File: src/rtl/bndCntPkg.sv
package bndCntPkg;

  localparam int ADDR_W = 3;

  typedef enum logic [ADDR_W-1:0] {
    ADDR_COUNT  = 3'd0,
    ADDR_CMP_UP = 3'd1,
    ADDR_PRE_UP = 3'd2,
    ADDR_CMP_LO = 3'd3,
    ADDR_PRE_LO = 3'd4
  } regAddrE;

  // Strobes from control to datapath.
  typedef struct packed {
    logic stepEn;
    logic stepUp;
    logic wrCount;
    logic wrCmpUp;
    logic wrPreUp;
    logic wrCmpLo;
    logic wrPreLo;
  } ctrlStrobeT;

endpackage

File: src/rtl/bndCntSync.sv
module bndCntSync #(
  parameter int WIDTH  = 4,
  parameter int STAGES = 2
) (
  input  logic             clk,
  input  logic             rstN,
  input  logic [WIDTH-1:0] din,
  output logic [WIDTH-1:0] dout
);

  genvar bitIdx;
  generate
    for (bitIdx = 0; bitIdx < WIDTH; bitIdx++) begin : gBit
      logic [STAGES-1:0] chain;
      always_ff @(posedge clk or negedge rstN) begin
        if (!rstN) chain <= '0;
        else       chain <= {chain[STAGES-2:0], din[bitIdx]};
      end
      assign dout[bitIdx] = chain[STAGES-1];
    end
  endgenerate

endmodule

File: src/rtl/bndCntCtrl.sv
module bndCntCtrl
  import bndCntPkg::*;
#(
  parameter int SYNC_STAGES = 2
) (
  input  logic              clk,
  input  logic              rstN,
  input  logic              cntMode,
  input  logic              phaseA,
  input  logic              phaseB,
  input  logic              cntIn,
  input  logic              dirIn,
  input  logic              regWrEn,
  input  logic [ADDR_W-1:0] regAddr,
  output ctrlStrobeT        strobes,
  output logic              quadErr
);

  logic [3:0] rawIn;
  logic [3:0] syncIn;   // {A, B, cnt, dir}
  logic [3:1] prevIn;

  assign rawIn = {phaseA, phaseB, cntIn, dirIn};

  bndCntSync #(.WIDTH(4), .STAGES(SYNC_STAGES)) u_sync (
    .clk  (clk),
    .rstN (rstN),
    .din  (rawIn),
    .dout (syncIn)
  );

  always_ff @(posedge clk or negedge rstN) begin
    if (!rstN) prevIn <= '0;
    else       prevIn <= syncIn[3:1];
  end

  logic aChg, bChg, quadStep, quadBad, quadUp, cntRise;

  always_comb begin
    aChg     = syncIn[3] ^ prevIn[3];
    bChg     = syncIn[2] ^ prevIn[2];
    quadStep = aChg ^ bChg;
    quadBad  = aChg & bChg;
    quadUp   = prevIn[3] ^ syncIn[2];
    cntRise  = syncIn[1] & ~prevIn[1];
  end

  always_comb begin
    strobes        = '0;
    strobes.stepEn = cntMode ? cntRise   : quadStep;
    strobes.stepUp = cntMode ? syncIn[0] : quadUp;
    if (regWrEn) begin
      case (regAddr)
        ADDR_COUNT:  strobes.wrCount = 1'b1;
        ADDR_CMP_UP: strobes.wrCmpUp = 1'b1;
        ADDR_PRE_UP: strobes.wrPreUp = 1'b1;
        ADDR_CMP_LO: strobes.wrCmpLo = 1'b1;
        ADDR_PRE_LO: strobes.wrPreLo = 1'b1;
        default: ;
      endcase
    end
  end

  always_ff @(posedge clk or negedge rstN) begin
    if (!rstN) quadErr <= 1'b0;
    else       quadErr <= ~cntMode & quadBad;
  end

  // a step is only decoded when some synchronized input moved
  assert_step_needs_edge_R2: assert property (@(posedge clk) disable iff (!rstN)
    strobes.stepEn |-> (syncIn[3:1] != prevIn));

  // at most one register is written per cycle
  assert_one_write_R11: assert property (@(posedge clk) disable iff (!rstN)
    $onehot0({strobes.wrCount, strobes.wrCmpUp, strobes.wrPreUp,
              strobes.wrCmpLo, strobes.wrPreLo}));

  // an error pulse never comes with a step in quadrature mode
  assert_err_no_step_R3: assert property (@(posedge clk) disable iff (!rstN)
    ($past(quadBad) && !cntMode) |-> !$past(strobes.stepEn));

endmodule

File: src/rtl/bndCntData.sv
module bndCntData
  import bndCntPkg::*;
#(
  parameter int CNT_W = 16
) (
  input  logic             clk,
  input  logic             rstN,
  input  ctrlStrobeT       strobes,
  input  logic [CNT_W-1:0] wrData,
  output logic [CNT_W-1:0] count,
  output logic             cmpUpHit,
  output logic             cmpDnHit,
  output logic             dirUp
);

  localparam logic [CNT_W-1:0] UP_RST = {CNT_W{1'b1}};
  localparam logic [CNT_W-1:0] LO_RST = '0;
  localparam logic [CNT_W-1:0] ONE    = CNT_W'(1);

  logic [CNT_W-1:0] cmpUp, preUp, cmpLo, preLo;
  logic upEvt, dnEvt, anyEvt;
  logic [CNT_W-1:0] countNext;

  always_comb begin
    upEvt  = strobes.stepEn &  strobes.stepUp & (count == cmpUp) & ~strobes.wrCount;
    dnEvt  = strobes.stepEn & ~strobes.stepUp & (count == cmpLo) & ~strobes.wrCount;
    anyEvt = upEvt | dnEvt;
    if (strobes.wrCount)     countNext = wrData;
    else if (upEvt)          countNext = preLo;
    else if (dnEvt)          countNext = preUp;
    else if (strobes.stepEn) countNext = strobes.stepUp ? count + ONE : count - ONE;
    else                     countNext = count;
  end

  always_ff @(posedge clk or negedge rstN) begin
    if (!rstN) begin
      count    <= '0;
      cmpUpHit <= 1'b0;
      cmpDnHit <= 1'b0;
      dirUp    <= 1'b1;
    end else begin
      count    <= countNext;
      cmpUpHit <= upEvt;
      cmpDnHit <= dnEvt;
      if (strobes.stepEn) dirUp <= strobes.stepUp;
    end
  end

  always_ff @(posedge clk or negedge rstN) begin
    if (!rstN) begin
      cmpUp <= UP_RST;
      preUp <= UP_RST;
      cmpLo <= LO_RST;
      preLo <= LO_RST;
    end else begin
      if (strobes.wrPreUp) preUp <= wrData;
      if (strobes.wrPreLo) preLo <= wrData;
      if (strobes.wrCmpUp) cmpUp <= wrData;
      else if (anyEvt)     cmpUp <= preUp;
      if (strobes.wrCmpLo) cmpLo <= wrData;
      else if (anyEvt)     cmpLo <= preLo;
    end
  end

  // an upper event leaves the counter at the former lower preload
  assert_up_wrap_R6: assert property (@(posedge clk) disable iff (!rstN)
    cmpUpHit |-> (count == $past(preLo)));

  // a lower event leaves the counter at the former upper preload
  assert_dn_wrap_R7: assert property (@(posedge clk) disable iff (!rstN)
    cmpDnHit |-> (count == $past(preUp)));

  // only one boundary is active per step
  assert_hits_exclusive_R8: assert property (@(posedge clk) disable iff (!rstN)
    !(cmpUpHit && cmpDnHit));

  // a plain up step moves by one
  assert_unit_up_R9: assert property (@(posedge clk) disable iff (!rstN)
    ($past(strobes.stepEn) && $past(strobes.stepUp) && !$past(strobes.wrCount) && !cmpUpHit)
      |-> (count == $past(count) + ONE));

  // a plain down step moves by one
  assert_unit_dn_R9: assert property (@(posedge clk) disable iff (!rstN)
    ($past(strobes.stepEn) && !$past(strobes.stepUp) && !$past(strobes.wrCount) && !cmpDnHit)
      |-> (count == $past(count) - ONE));

  // direction holds without a step
  assert_dir_hold_R12: assert property (@(posedge clk) disable iff (!rstN)
    !strobes.stepEn |=> $stable(dirUp));

endmodule

File: src/rtl/bndWrapCounter.sv
module bndWrapCounter
  import bndCntPkg::*;
#(
  parameter int CNT_W       = 16,
  parameter int SYNC_STAGES = 2
) (
  input  logic              clk,
  input  logic              rstN,
  input  logic              cntMode,
  input  logic              phaseA,
  input  logic              phaseB,
  input  logic              cntIn,
  input  logic              dirIn,
  input  logic              regWrEn,
  input  logic [ADDR_W-1:0] regAddr,
  input  logic [CNT_W-1:0]  regWrData,
  output logic [CNT_W-1:0]  count,
  output logic              cmpUpHit,
  output logic              cmpDnHit,
  output logic              dirUp,
  output logic              quadErr
);

  ctrlStrobeT strobes;

  bndCntCtrl #(.SYNC_STAGES(SYNC_STAGES)) u_ctrl (
    .clk     (clk),
    .rstN    (rstN),
    .cntMode (cntMode),
    .phaseA  (phaseA),
    .phaseB  (phaseB),
    .cntIn   (cntIn),
    .dirIn   (dirIn),
    .regWrEn (regWrEn),
    .regAddr (regAddr),
    .strobes (strobes),
    .quadErr (quadErr)
  );

  bndCntData #(.CNT_W(CNT_W)) u_data (
    .clk      (clk),
    .rstN     (rstN),
    .strobes  (strobes),
    .wrData   (regWrData),
    .count    (count),
    .cmpUpHit (cmpUpHit),
    .cmpDnHit (cmpDnHit),
    .dirUp    (dirUp)
  );

endmodule

File: config.mk
export PLATFORM = sky130hd
export DESIGN_NAME = bndWrapCounter
export DESIGN_NICKNAME = d
export VERILOG_FILES = /design/src/rtl/bndCntPkg.sv /design/src/rtl/bndCntSync.sv /design/src/rtl/bndCntCtrl.sv /design/src/rtl/bndCntData.sv /design/src/rtl/bndWrapCounter.sv
export SDC_FILE = /design/constraint.sdc
export NUM_CORES = 1
export LEC_CHECK = 0
export BUFFER_PORTS_ARGS = -buffer_cell sky130_fd_sc_hd__buf_2
export CORE_ASPECT_RATIO = 0.75
export CORE_MARGIN = 3
export CORE_UTILIZATION = 25
export DETAILED_ROUTE_END_ITERATION = 16
export PLACE_DENSITY = 0.5
export SLEW_MARGIN = 20
export SYNTH_ARGS = -nofsm -noshare
export SYNTH_HDL_FRONTEND = slang
export SYNTH_SLANG_ARGS = --single-unit
File: constraint.sdc
create_clock -name clk -period 7.9 [get_ports clk]
set_input_delay 1.185 -clock clk [delete_from_list [all_inputs] [get_ports clk]]
set_output_delay 1.185 -clock clk [all_outputs]
set_load 0.1 [all_outputs]
==> run_results.csv <==
group,metric,value,unit
run_status,run_status,"completed",
worst_setup_path,crit_buf_inv,2,
worst_setup_path,arrival,3880,ps
global_routing,grt_pass1_wl,25700,um
logic_synthesis,synthArstFlopShare,100,%
worst_setup_path,crit_slowest_cell,"and2_1",
logic_synthesis,syn_inst,527,
worst_setup_path,critPathTopFamily,"simple AND/OR/NAND/NOR gates",
logic_synthesis,avgSynthCellArea,9.90,sq um
logic_synthesis,yosys_warnings,0,
global_routing,grtUsageTotal,14.5,%
cts,clock_path_buffers,2,
floorplan,fp.dieH,131,um
floorplan,initial_core_util,25.6,%
drt,met3_length,1170,um
logic_synthesis,synth_cell_types,60,
power,power.total,2020,uW
cts,ctsHoldBuffers,0,
global_routing,grt_pass1_vias,4207,
floorplan,num_rows,45,
sta,fin_crit_sh,46.3,%
drt,routedWlPerCell,19.3,um
logic_synthesis,syn_nets,556,
worst_setup_path,criticalPathCategory,"in2reg",
worst_setup_path,rrSetupSlack,4570,ps
logic_synthesis,synth_seq_cells,95,
cts,clk_latency,350,ps
global_routing,antenna_found_initial,0,
cts,cts_sinks,95,
power,switching_share,44.2,%
worst_setup_path,cp.required,8130,ps
drt,final_antenna_net_count,0,
sta,drv_slew,0,
power,p_leak,0.00234,uW
layout,diodes,0,
floorplan,design.core.area,20400,sq um
cts,cts_tree,"built",
layout,nFillCells,2191,
power,power_density,337,nW/um^2
worst_setup_path,worstPathMaxFanout,19,
cts,cts_resized,0,
layout,layout.nets,582,
sta,setup_viol_count_final,0,
power,power.internal,1130,uW
global_routing,grt_max_degree,51,
min_path,hp-class,"reg2reg",
sta,clock_skew,6.85,ps
place,finalWeightedCongestion,0.879,
worst_setup_path,r2r_cells,9,
power,combPwrFrac,39.0,%
sta,fin_crit,3660,ps
drt,drt_iter0_drc,421,
sta,hold_slack,348,ps
drt,vias,4195,
drt,wirelength,16200,um
min_path,worstHoldPathCells,0,
drt,top_layer,"met4",
layout,final_common_cell,"nand2_1",
layout,final_cell_mix,"64 x nand2_1, 62 x dfrtp_1, 45 x buf_2, 41 x xnor2_1, 39 x nor2_1",
worst_setup_path,startpoint_type,"input pin",
worst_setup_path,path_depth,9,
cts,clk_pin_slew,60,ps
drt,drc,0,
power,p_switching,895,uW
logic_synthesis,synth-seq-area-share,46.3,%
cts,cts_made_buffers,9,
sta,worst_slew_pin_slew,935,ps
logic_synthesis,netlist_area,5220,sq um
drt,avgViaCountPerCell,4.99,
place,io_buffers,46,
drt,wl_met2,6750,um
job,drv_cap,0,
power,peakVddDrop,0.125,mV
floorplan,die_w,173,um
power,pwr-share-clk,22.0,%
logic_synthesis,synth_edf_count,0,
place,place.detailed.hpwl,11500,um
floorplan,die-area,22700,sq um
sta,hold_viol_final,0,
layout,drive_gt1_share,27.4,%
drt,drt-met1-wl,8070,um
worst_setup_path,crit_chain,"buf_2 > or4b_1 > buf_4 > o21ai_4 > nor2_2 > nand3_2 > and2_1 > a211oi_1 > a221o_1",
worst_setup_path,critPathMaxStageDelay,750,ps
drt,dr.pass1.iters,5,
cts,cts_setup_buffers,0,
worst_setup_path,worstSetupEndpointType,"flop",
sta,setup_tns,0,ps
logic_synthesis,ys.flop_type,"dfrtp_1",
sta,rsz0062_at_grt,"false",
power,p_seq_share,39.1,%
sta,max_freq,0.274,GHz
global_routing,grt-ovfl-total,0,
cts,cts_root_buf,"clkbuf_16",
sta,slew_headroom,37.4,%
layout,syn2layout_area_growth,15.1,%
cts,h-tree-depth,3,
floorplan,pin_count,47,
-- per-layer routing --
layer / track usage (%) / vias to the layer above
met5: 0 / -
met4: 3.11 / 0
met3: 3.87 / 17
met2: 20.9 / 158
met1: 21.8 / 2102
li1: - / 1918
-- state kept, by name, summed over array words and instances, names as in the netlist, 3 cells and up --
signal	flops
u_data.cmpLo	16
u_data.cmpUp	16
u_data.count	16
u_data.preLo	16
u_data.preUp	16
u_ctrl.u_sync.gBit.chain	8
u_ctrl.prevIn	3
-- cells in the mapped netlist (7+ instances only) --
| library cell | count | area (sq um) |
|---|---|---|
| nand4_1 | 11 | 68.8 |
| o21ai_0 | 29 | 145 |
| mux2_2 | 32 | 360 |
| mux2i_1 | 19 | 190 |
| and3_1 | 8 | 50.1 |
| nor3_1 | 8 | 40.0 |
| buf_2 | 18 | 90.1 |
| nand2_1 | 64 | 240 |
| xor2_1 | 7 | 61.3 |
| dfrtp_1 | 62 | 1550 |
| xnor2_1 | 41 | 359 |
| a31oi_1 | 20 | 125 |
| dfstp_2 | 33 | 867 |
| a21oi_1 | 24 | 120 |
| nor2_1 | 39 | 146 |
| clkbuf_1 | 14 | 52.6 |
-- metrics by stage --
step                setup WS (ps)  util [%]  cells  cell area, sq um
finish                       4240      29.5    840              6000
global route                 4110      29.5    840              6000
CTS                          4260      29.5    840              6000
detailed placement           3890      28.0    824              5700
global placement             3990      28.0    824              5700
floorplan                    4710         -    527              5220
-- worst paths after layout --
| kind | start | endpoint |
|---|---|---|
| min in group asynchronous | rstN | u_ctrl.prevIn[1] |
| hold reg to reg | u_ctrl.u_sync.gBit[0].chain[0] | u_ctrl.u_sync.gBit[0].chain[1] |
| hold / removal | u_ctrl.u_sync.gBit[0].chain[0] | u_ctrl.u_sync.gBit[0].chain[1] |
| max in group asynchronous | rstN | u_data.count[13] |
| setup / recovery | regAddr[1] | u_data.count[0] |
| setup reg to reg | u_ctrl.u_sync.gBit[2].chain[1] | u_data.cmpLo[5] |
-- cell families (layout without fill, tap and decap cells) --
family | after synthesis | count (layout) | synth area share, %
and+or+nand+nor | 175 | 175 | 16.9
AOI/OAI and AO/OA | 113 | 113 | 13.5
DFF | 95 | 95 | 46.3
muxes | 51 | 51 | 10.5
xor gates and xnor gates | 48 | 48 | 8.06
buffers and inverters | 43 | 74 | 4.10
adders and majority gates | 2 | 2 | 0.479
-- worst reg2reg max path: stages (launching register included) --
cell	delay [ps]
dfrtp_1	430
xor2_1	180
ha_1	270
nor2b_1	380
o21ai_4	200
nor2_2	200
nand3_2	340
nand2_2	830
nand2_1	190
a31oi_1	220
-- layout make-up --
class / count / area (sq um) / share of cell area (%)
inverters: 5 / 18.8 / 0.313
repair buffers: 53 / 285 / 4.75
well taps: 282 / 353 / 5.88
multi-input cells: 389 / 2630 / 43.8
clock buffers: 12 / 246 / 4.11
flip-flops and latches: 95 / 2420 / 40.3
clock inverters: 4 / 55.1 / 0.917
-- power groups by stage --
stage                     combinational, uW  clock, uW  sequential [uW]
after floorplan                         423          0              950
after CTS                               788        454              787
after detailed placement                784          0              794
final                                   789        444              791
after global routing                    844        478              808
after global placement                  782          0              790
(Power assumes the default switching activity.)
